File: config.mk
export PLATFORM = sky130hd
export DESIGN_NAME = nextFreeChain
export DESIGN_NICKNAME = d
export VERILOG_FILES = /design/src/rtl/nextFreePkg.sv /design/src/rtl/nextFreeCtl.sv /design/src/rtl/nextFreeDp.sv /design/src/rtl/nextFreeChain.sv
export SDC_FILE = /design/constraint.sdc
export NUM_CORES = 1
export LEC_CHECK = 0
export ABC_CLOCK_PERIOD_IN_PS = 1200
export BUFFER_PORTS_ARGS = -buffer_cell sky130_fd_sc_hd__buf_2
export CORE_MARGIN = 4
export CORE_UTILIZATION = 44
export DETAILED_ROUTE_END_ITERATION = 12
export PLACE_DENSITY = 0.75
export REMOVE_ABC_BUFFERS = 1
export SYNTH_ARGS = -nofsm -noshare
export SYNTH_HDL_FRONTEND = slang
export SYNTH_HIERARCHICAL = 1
export SYNTH_SLANG_ARGS = --single-unit
File: constraint.sdc
create_clock -name clk -period 1.2 [get_ports clk]
set_input_delay 0.06 -clock clk [delete_from_list [all_inputs] [get_ports clk]]
set_output_delay 0.06 -clock clk [all_outputs]
set_load 0.1 [all_outputs]
File: src/rtl/nextFreePkg.sv
package nextFreePkg;
  // Control-to-datapath strobes: the registered view of the stage's inputs.
  typedef struct packed {
    logic flagEn;
  } ctlStrobes_t;
endpackage

File: src/rtl/nextFreeCtl.sv
module nextFreeCtl
  import nextFreePkg::*;
#(
  parameter int ENTRIES = 16
) (
  input  logic               clk,
  input  logic               rstN,
  input  logic [ENTRIES-1:0] entryEmptyIn,
  input  logic               flagEnIn,
  output logic [ENTRIES-1:0] emptyMask,
  output ctlStrobes_t        strobes
);

  logic [ENTRIES-1:0] emptyQ;
  logic               flagEnQ;

  // Reset marks every entry empty and leaves the full flag in bypass.
  always_ff @(posedge clk) begin
    if (!rstN) begin
      emptyQ  <= '1;
      flagEnQ <= 1'b0;
    end else begin
      emptyQ  <= entryEmptyIn;
      flagEnQ <= flagEnIn;
    end
  end

  assign emptyMask      = emptyQ;
  assign strobes.flagEn = flagEnQ;

  // on the first edge after reset release, the reset state is still held
  a_r1_reset_state: assert property (@(posedge clk) disable iff (!rstN)
    $rose(rstN) |-> (emptyQ == '1 && !flagEnQ));

  // the stored state follows the inputs of the previous cycle
  a_r2_capture: assert property (@(posedge clk) disable iff (!rstN)
    $past(rstN) |-> (emptyQ == $past(entryEmptyIn) && flagEnQ == $past(flagEnIn)));

endmodule

File: src/rtl/nextFreeDp.sv
module nextFreeDp
  import nextFreePkg::*;
#(
  parameter int ENTRIES = 16,
  localparam int ADDR_W = (ENTRIES > 1) ? $clog2(ENTRIES) : 1
) (
  input  logic               clk,
  input  logic               rstN,
  input  logic [ENTRIES-1:0] emptyMask,
  input  ctlStrobes_t        strobes,
  input  logic               fullInN,
  output logic               fullOutN,
  output logic [ADDR_W-1:0]  nextFreeAddr,
  output logic               nextFreeValid,
  output logic               ownsNextFree
);

  logic anyEmpty;
  logic [ADDR_W-1:0] lowIdx;

  assign anyEmpty = |emptyMask;

  // Priority encoder: scan from the top so the lowest set bit is written last.
  always_comb begin
    lowIdx = '0;
    for (int i = ENTRIES - 1; i >= 0; i--) begin
      if (emptyMask[i]) lowIdx = ADDR_W'(i);
    end
  end

  // Active low: the stage is full only if the chain above is full and it has no empty entry.
  assign fullOutN      = strobes.flagEn ? (fullInN | anyEmpty) : fullInN;
  assign nextFreeAddr  = lowIdx;
  assign nextFreeValid = !fullInN && anyEmpty;
  assign ownsNextFree  = !fullInN && fullOutN;

  // whenever a slot is reported, the reported address really is empty
  a_r5_addr_is_empty: assert property (@(posedge clk) disable iff (!rstN)
    nextFreeValid |-> emptyMask[nextFreeAddr]);

  // in bypass the chain output mirrors the chain input
  a_r4_bypass: assert property (@(posedge clk) disable iff (!rstN)
    !strobes.flagEn |-> (fullOutN == fullInN));

  // "full" can never appear downstream while the chain above is not full
  a_r3_full_needs_chain: assert property (@(posedge clk) disable iff (!rstN)
    !fullOutN |-> !fullInN);

  // with gating enabled, ownership implies a valid free slot
  a_r7_owner_has_slot: assert property (@(posedge clk) disable iff (!rstN)
    (strobes.flagEn && ownsNextFree) |-> nextFreeValid);

endmodule

File: src/rtl/nextFreeChain.sv
module nextFreeChain
  import nextFreePkg::*;
#(
  parameter int ENTRIES = 16,
  localparam int ADDR_W = (ENTRIES > 1) ? $clog2(ENTRIES) : 1
) (
  input  logic               clk,
  input  logic               rstN,
  input  logic [ENTRIES-1:0] entryEmptyIn,
  input  logic               flagEnIn,
  input  logic               fullInN,
  output logic               fullOutN,
  output logic [ADDR_W-1:0]  nextFreeAddr,
  output logic               nextFreeValid,
  output logic               ownsNextFree
);

  logic [ENTRIES-1:0] emptyMask;
  ctlStrobes_t        strobes;

  nextFreeCtl #(.ENTRIES(ENTRIES)) uCtl (
    .clk          (clk),
    .rstN         (rstN),
    .entryEmptyIn (entryEmptyIn),
    .flagEnIn     (flagEnIn),
    .emptyMask    (emptyMask),
    .strobes      (strobes)
  );

  nextFreeDp #(.ENTRIES(ENTRIES)) uDp (
    .clk           (clk),
    .rstN          (rstN),
    .emptyMask     (emptyMask),
    .strobes       (strobes),
    .fullInN       (fullInN),
    .fullOutN      (fullOutN),
    .nextFreeAddr  (nextFreeAddr),
    .nextFreeValid (nextFreeValid),
    .ownsNextFree  (ownsNextFree)
  );

endmodule

# After elaboration in Yosys (flattened, before gate mapping)
# Cells that the tools add are included.
[classes]
reduce_logical = 4
n_mux = 17
n_bitwise = 1
[op_table]
columns = ["op", "count"]
rows = [
  ["$mux W4", 16],
  ["$reduce_or A16 Y1", 1],
  ["$logic_and A1 B1 Y1", 2],
  ["$logic_not A1 Y1", 1],
  ["$mux W1", 1],
  ["$or A1 B1 Y1", 1],
]
[word_totals]
input_bits = 20
regBits = 17
word_cells = 24
output_inout_bits = 7

# Longest topological paths before layout
[depth]
depth_word = 16
mapped_depth = 4
ltp_nobuf = 4

# Hierarchy
# The synthesis kept the hierarchy.
[modules_own_cells]
columns = ["mod", "instances", "area_per_inst_um2", "cells_per_inst", "seq_area_each_um2"]
rows = [
  ["nextFreeCtl", 1, 462.9, 35, 340.3],
  ["nextFreeDp", 1, 221.5, 34, 0.0],
]

# Worst setup path before layout
# OpenSTA, ideal clock, no wires.
[synth_timing]
path_kind = "reg-to-output"
startpoint = "register uCtl.emptyQ[8], in the netlist uCtl/emptyMask[8]"
endpoint = "output nextFreeAddr[2]"
path_buffers = 0
arrival_ns = 2.913
setup_slack_ns = -1.773
path_stages_with_launch = 4
t_required_ns = 1.140
path_cell_list = "dfxtp_1 nor4_2 nand2b_1 a21boi_0"
[synth_between]
elab_chain_cells = 9
[synth_rtl]
columns = ["element", "line_no", "text"]
rows = [
  ["from (decl)", "nextFreeCtl.sv:14", "logic [ENTRIES-1:0] emptyQ;"],
  ["from (signal assigned)", "nextFreeCtl.sv:23", "emptyQ <= entryEmptyIn;"],
  ["$mux W4 (9 in series)", "nextFreeDp.sv:27", "if (emptyMask[i]) lowIdx = ADDR_W'(i);"],
  ["to (decl)", "nextFreeChain.sv:13", "output logic [ADDR_W-1:0] nextFreeAddr,"],
]
# No other way between the ends.

# Worst setup path in the final report
[layout_timing]
startpoint = "register uCtl.emptyQ[2], in the netlist uCtl/emptyMask[2]"
endpoint = "output nextFreeAddr[0]"
[layout_between]
elab_chain_cells = 3
[layout_rtl]
columns = ["element", "line_no"]
rows = [
  ["$mux W4 (3 in series)", "nextFreeDp.sv:27"],
]
# No other way between the ends.

==> impl_results.md <==
* Die area at ~2300 um^2
* Hold Crit Depth at 2
* Antenna Nets Post-Route at 0
* CP Class: flop to primary output
* Reg clk slew, reported paths at ~0.10 ns
* Number of buffers and inverters on the critical path at 2
* Initial antenna violation count at 0
* HP Class: primary input to flop
* CP Data Required Time at 1.14 ns
* Synth area leaders: dfxtp_1 50%, nand2b_1 11%, or2b_1 7.7%
* Dpl cell area at approximately 960 um^2
* Failing checks: negative setup slack
* Min-Delay Endpoint: uCtl/emptyMask[12]$_SDFF_PN1_
* Syn avg cell area at between 9 and 10 um^2
* H-tree depth at 1
* Layout cells sized above 1 at 0.472
* # IOs at 27
* Total CTS buffers at 3
* Largest net degree at the start of global routing at 18
* Period utilization at 1.42
* Core Region at 1380 um^2
* Finished Layout Cells at between 100 and 150
* VDD IR max at 996 uV
* Critical Path, Cell by Cell: buf_4 > nor3_1 > o21ai_1 > o22ai_2 > buf_12
* Vias in the first global route at about 800
* Vias at 752
* Nets at 148
* Vias per cell at about 5.3
* Mapped cell area at about 680 um^2
* Final Max Tran Viols at 0
* # diodes at 0
* Slew @ Worst Pin at 0.365 ns
* Ys async rst share at 0
* DIE HEIGHT at about 47 um
* Die Wd at between 40 and 50 um
* Slew HR at 0.755
* Clk sinks at 17
* Total global-route track usage at 0.245
* Dpl cells at between 100 and 150
* GPL Wtd Cong at 0.695
* Arrival time worst endpoint at between 1.5 and 2 ns
* Fmax at ~590 MHz
* Slowest stage delay, CP at 0.35 ns
* Drt pass-1 iters at 4
* Final setup fails at 7
* Post-DP HPWL at 1150 um
* Row cnt at 13
* Fill cells at 48
* Leakage power at 0.542 nW
* Hold slack at 0.0953 ns
* Status: finished, violations left
* Port Buffer Count at 26
* Delay-heaviest family, CP: buffers and inverters
* Worst Setup Slack, final at -0.499 ns
* Post-synth top cells: 17 x dfxtp_1, 12 x nand2b_1, 7 x or2b_1
* Count leader, synth: dfxtp_1
* Area growth syn-to-layout at 83.5%
* Clock tree buffer depth at 2
* Mapped Cells at 69
* Max cap viols at 0
* Root Buffer Master: clkbuf_4
* Seq/Total Area, Yosys at 0.497
* Post-DR wirelength/cell at approximately 17 um
* Pwr/cell area at around 950 nW/um^2
* Post-synth top area share at 0.497
* HP Start: rstN
* Grt ovf at 0
* #FFs+latches synth at 17
* Area leader, netlist: dfxtp_1
* Endpoint type of the worst setup path: primary output
* RSZ-0062 raised after global routing: true
* Period minus WS final at 1.70 ns
* CTS tree: done
* Final Hold Vio Count at 0
* Startpoint types: flop
* First-pass GRT wire length at 3610 um
* Max FO, Critical Path at 4
* Pwr Total at approximately 1.2 mW
* Final setup TNS at -3.02 ns
* Remaining DRCs at 0
* Slowest cell on the critical path: dfxtp_1
* Design area at between 1000 and 1500 um^2
* Ys flop type: dfxtp_1
* Post-synth cell types at 20
* Final wirelength at between 2000 and 2500 um
* EDFF count, synth at 0
* Synth warnings at 6
* Initial Utilization at 0.495
* Number of DRC markers in iteration 0 at 8
-- layout by cell type, fill, tap and decap left out, drive strengths merged --
cell type / Yosys / final
nor4: 5 / 5
o31ai: 1 / 1
dlygate4sd3: 0 / 17
o21ai: 2 / 2
nand2: 2 / 2
nor3: 4 / 4
buf: 0 / 38
nor2: 6 / 6
nand2b: 12 / 12
o311a: 1 / 1
a21boi: 1 / 1
clkbuf: 1 / 4
and2: 1 / 1
or2b: 7 / 7
dfxtp: 17 / 17
a2111oi: 1 / 1
inv: 3 / 3
a21oi: 4 / 4
o22ai: 1 / 1
-- cells by family (layout without fill, tap and decap cells) --
family,after synthesis,in the layout,synth area share
and+or+nand+nor,37,37,0.358
DFF,17,17,0.497
AOI/OAI and AO/OA,11,11,0.117
buffers and inverters,4,62,0.0274
-- stage by stage --
step / setup WS, ns / utilization
4_1_cts: -0.436 / 0.882
6_report: -0.499 / 0.909
3_5_place_dp: -0.203 / 0.695
2_1_floorplan: -1.77 / -
5_1_grt: -0.579 / 0.909
3_3_place_gp: -0.196 / 0.695
-- sequential cells by signal (all words and copies together), names as in the netlist --
signal and cells:
uCtl/emptyMask 16, uCtl/strobes 1
-- worst max-delay path by stage --
stage | slack (ns) | from | depth (start not counted) | endpoint
2_1_floorplan | -1.77 | uCtl/emptyMask[8]$_SDFF_PN1_ | 3 | nextFreeAddr[2]
3_3_place_gp | -0.20 | uCtl/emptyMask[14]$_SDFF_PN1_ | 6 | nextFreeAddr[1]
3_5_place_dp | -0.20 | uCtl/emptyMask[14]$_SDFF_PN1_ | 6 | nextFreeAddr[1]
4_1_cts | -0.44 | uCtl/emptyMask[13]$_SDFF_PN1_ | 5 | nextFreeAddr[1]
5_1_grt | -0.58 | uCtl/emptyMask[14]$_SDFF_PN1_ | 5 | fullOutN
6_report | -0.50 | uCtl/emptyMask[2]$_SDFF_PN1_ | 5 | nextFreeAddr[0]
-- repair_timing --
item                                    4_1_cts  5_1_grt
setup buffers                                 1        2
hold endpoints to repair                     17        0
hold buffers                                 17        0
endpoints found under the setup margin        7        7
pin swaps                                     3        2
gates resized for setup                      18        7
-- per-layer routing --
metal | vias up | wire [um] | part of all wire | GRT usage
met5 | - | 0 | 0 | 0
met4 | 0 | 140 | 0.056 | 0.166
met3 | 14 | 166 | 0.067 | 0.0338
met2 | 34 | 1260 | 0.51 | 0.449
met1 | 353 | 913 | 0.37 | 0.253
li1 | 351 | - | - | -
-- final cells by class --
| cell class | instances | area (um^2) | share of cell area |
|---|---|---|---|
| Timing Repair Buffer | 55 | 469 | 0.374 |
| Multi-Input combinational cell | 48 | 380 | 0.303 |
| Sequential cell | 17 | 350 | 0.279 |
| Clock buffer | 4 | 26.3 | 0.0209 |
| Tap cell | 15 | 18.8 | 0.0149 |
| Inverter | 3 | 11.3 | 0.00896 |
-- report_power, final --
| part | total (mW) | internal (mW) | switching (mW) | leakage (nW) |
|---|---|---|---|---|
| clock network | 0.306 | 0.129 | 0.177 | 0.0150 |
| registers | 0.634 | 0.596 | 0.0382 | 0.141 |
| logic | 0.258 | 0.126 | 0.132 | 0.386 |
| total | 1.20 | 0.851 | 0.347 | 0.542 |
Note: power is estimated with default switching activity, not from simulation.
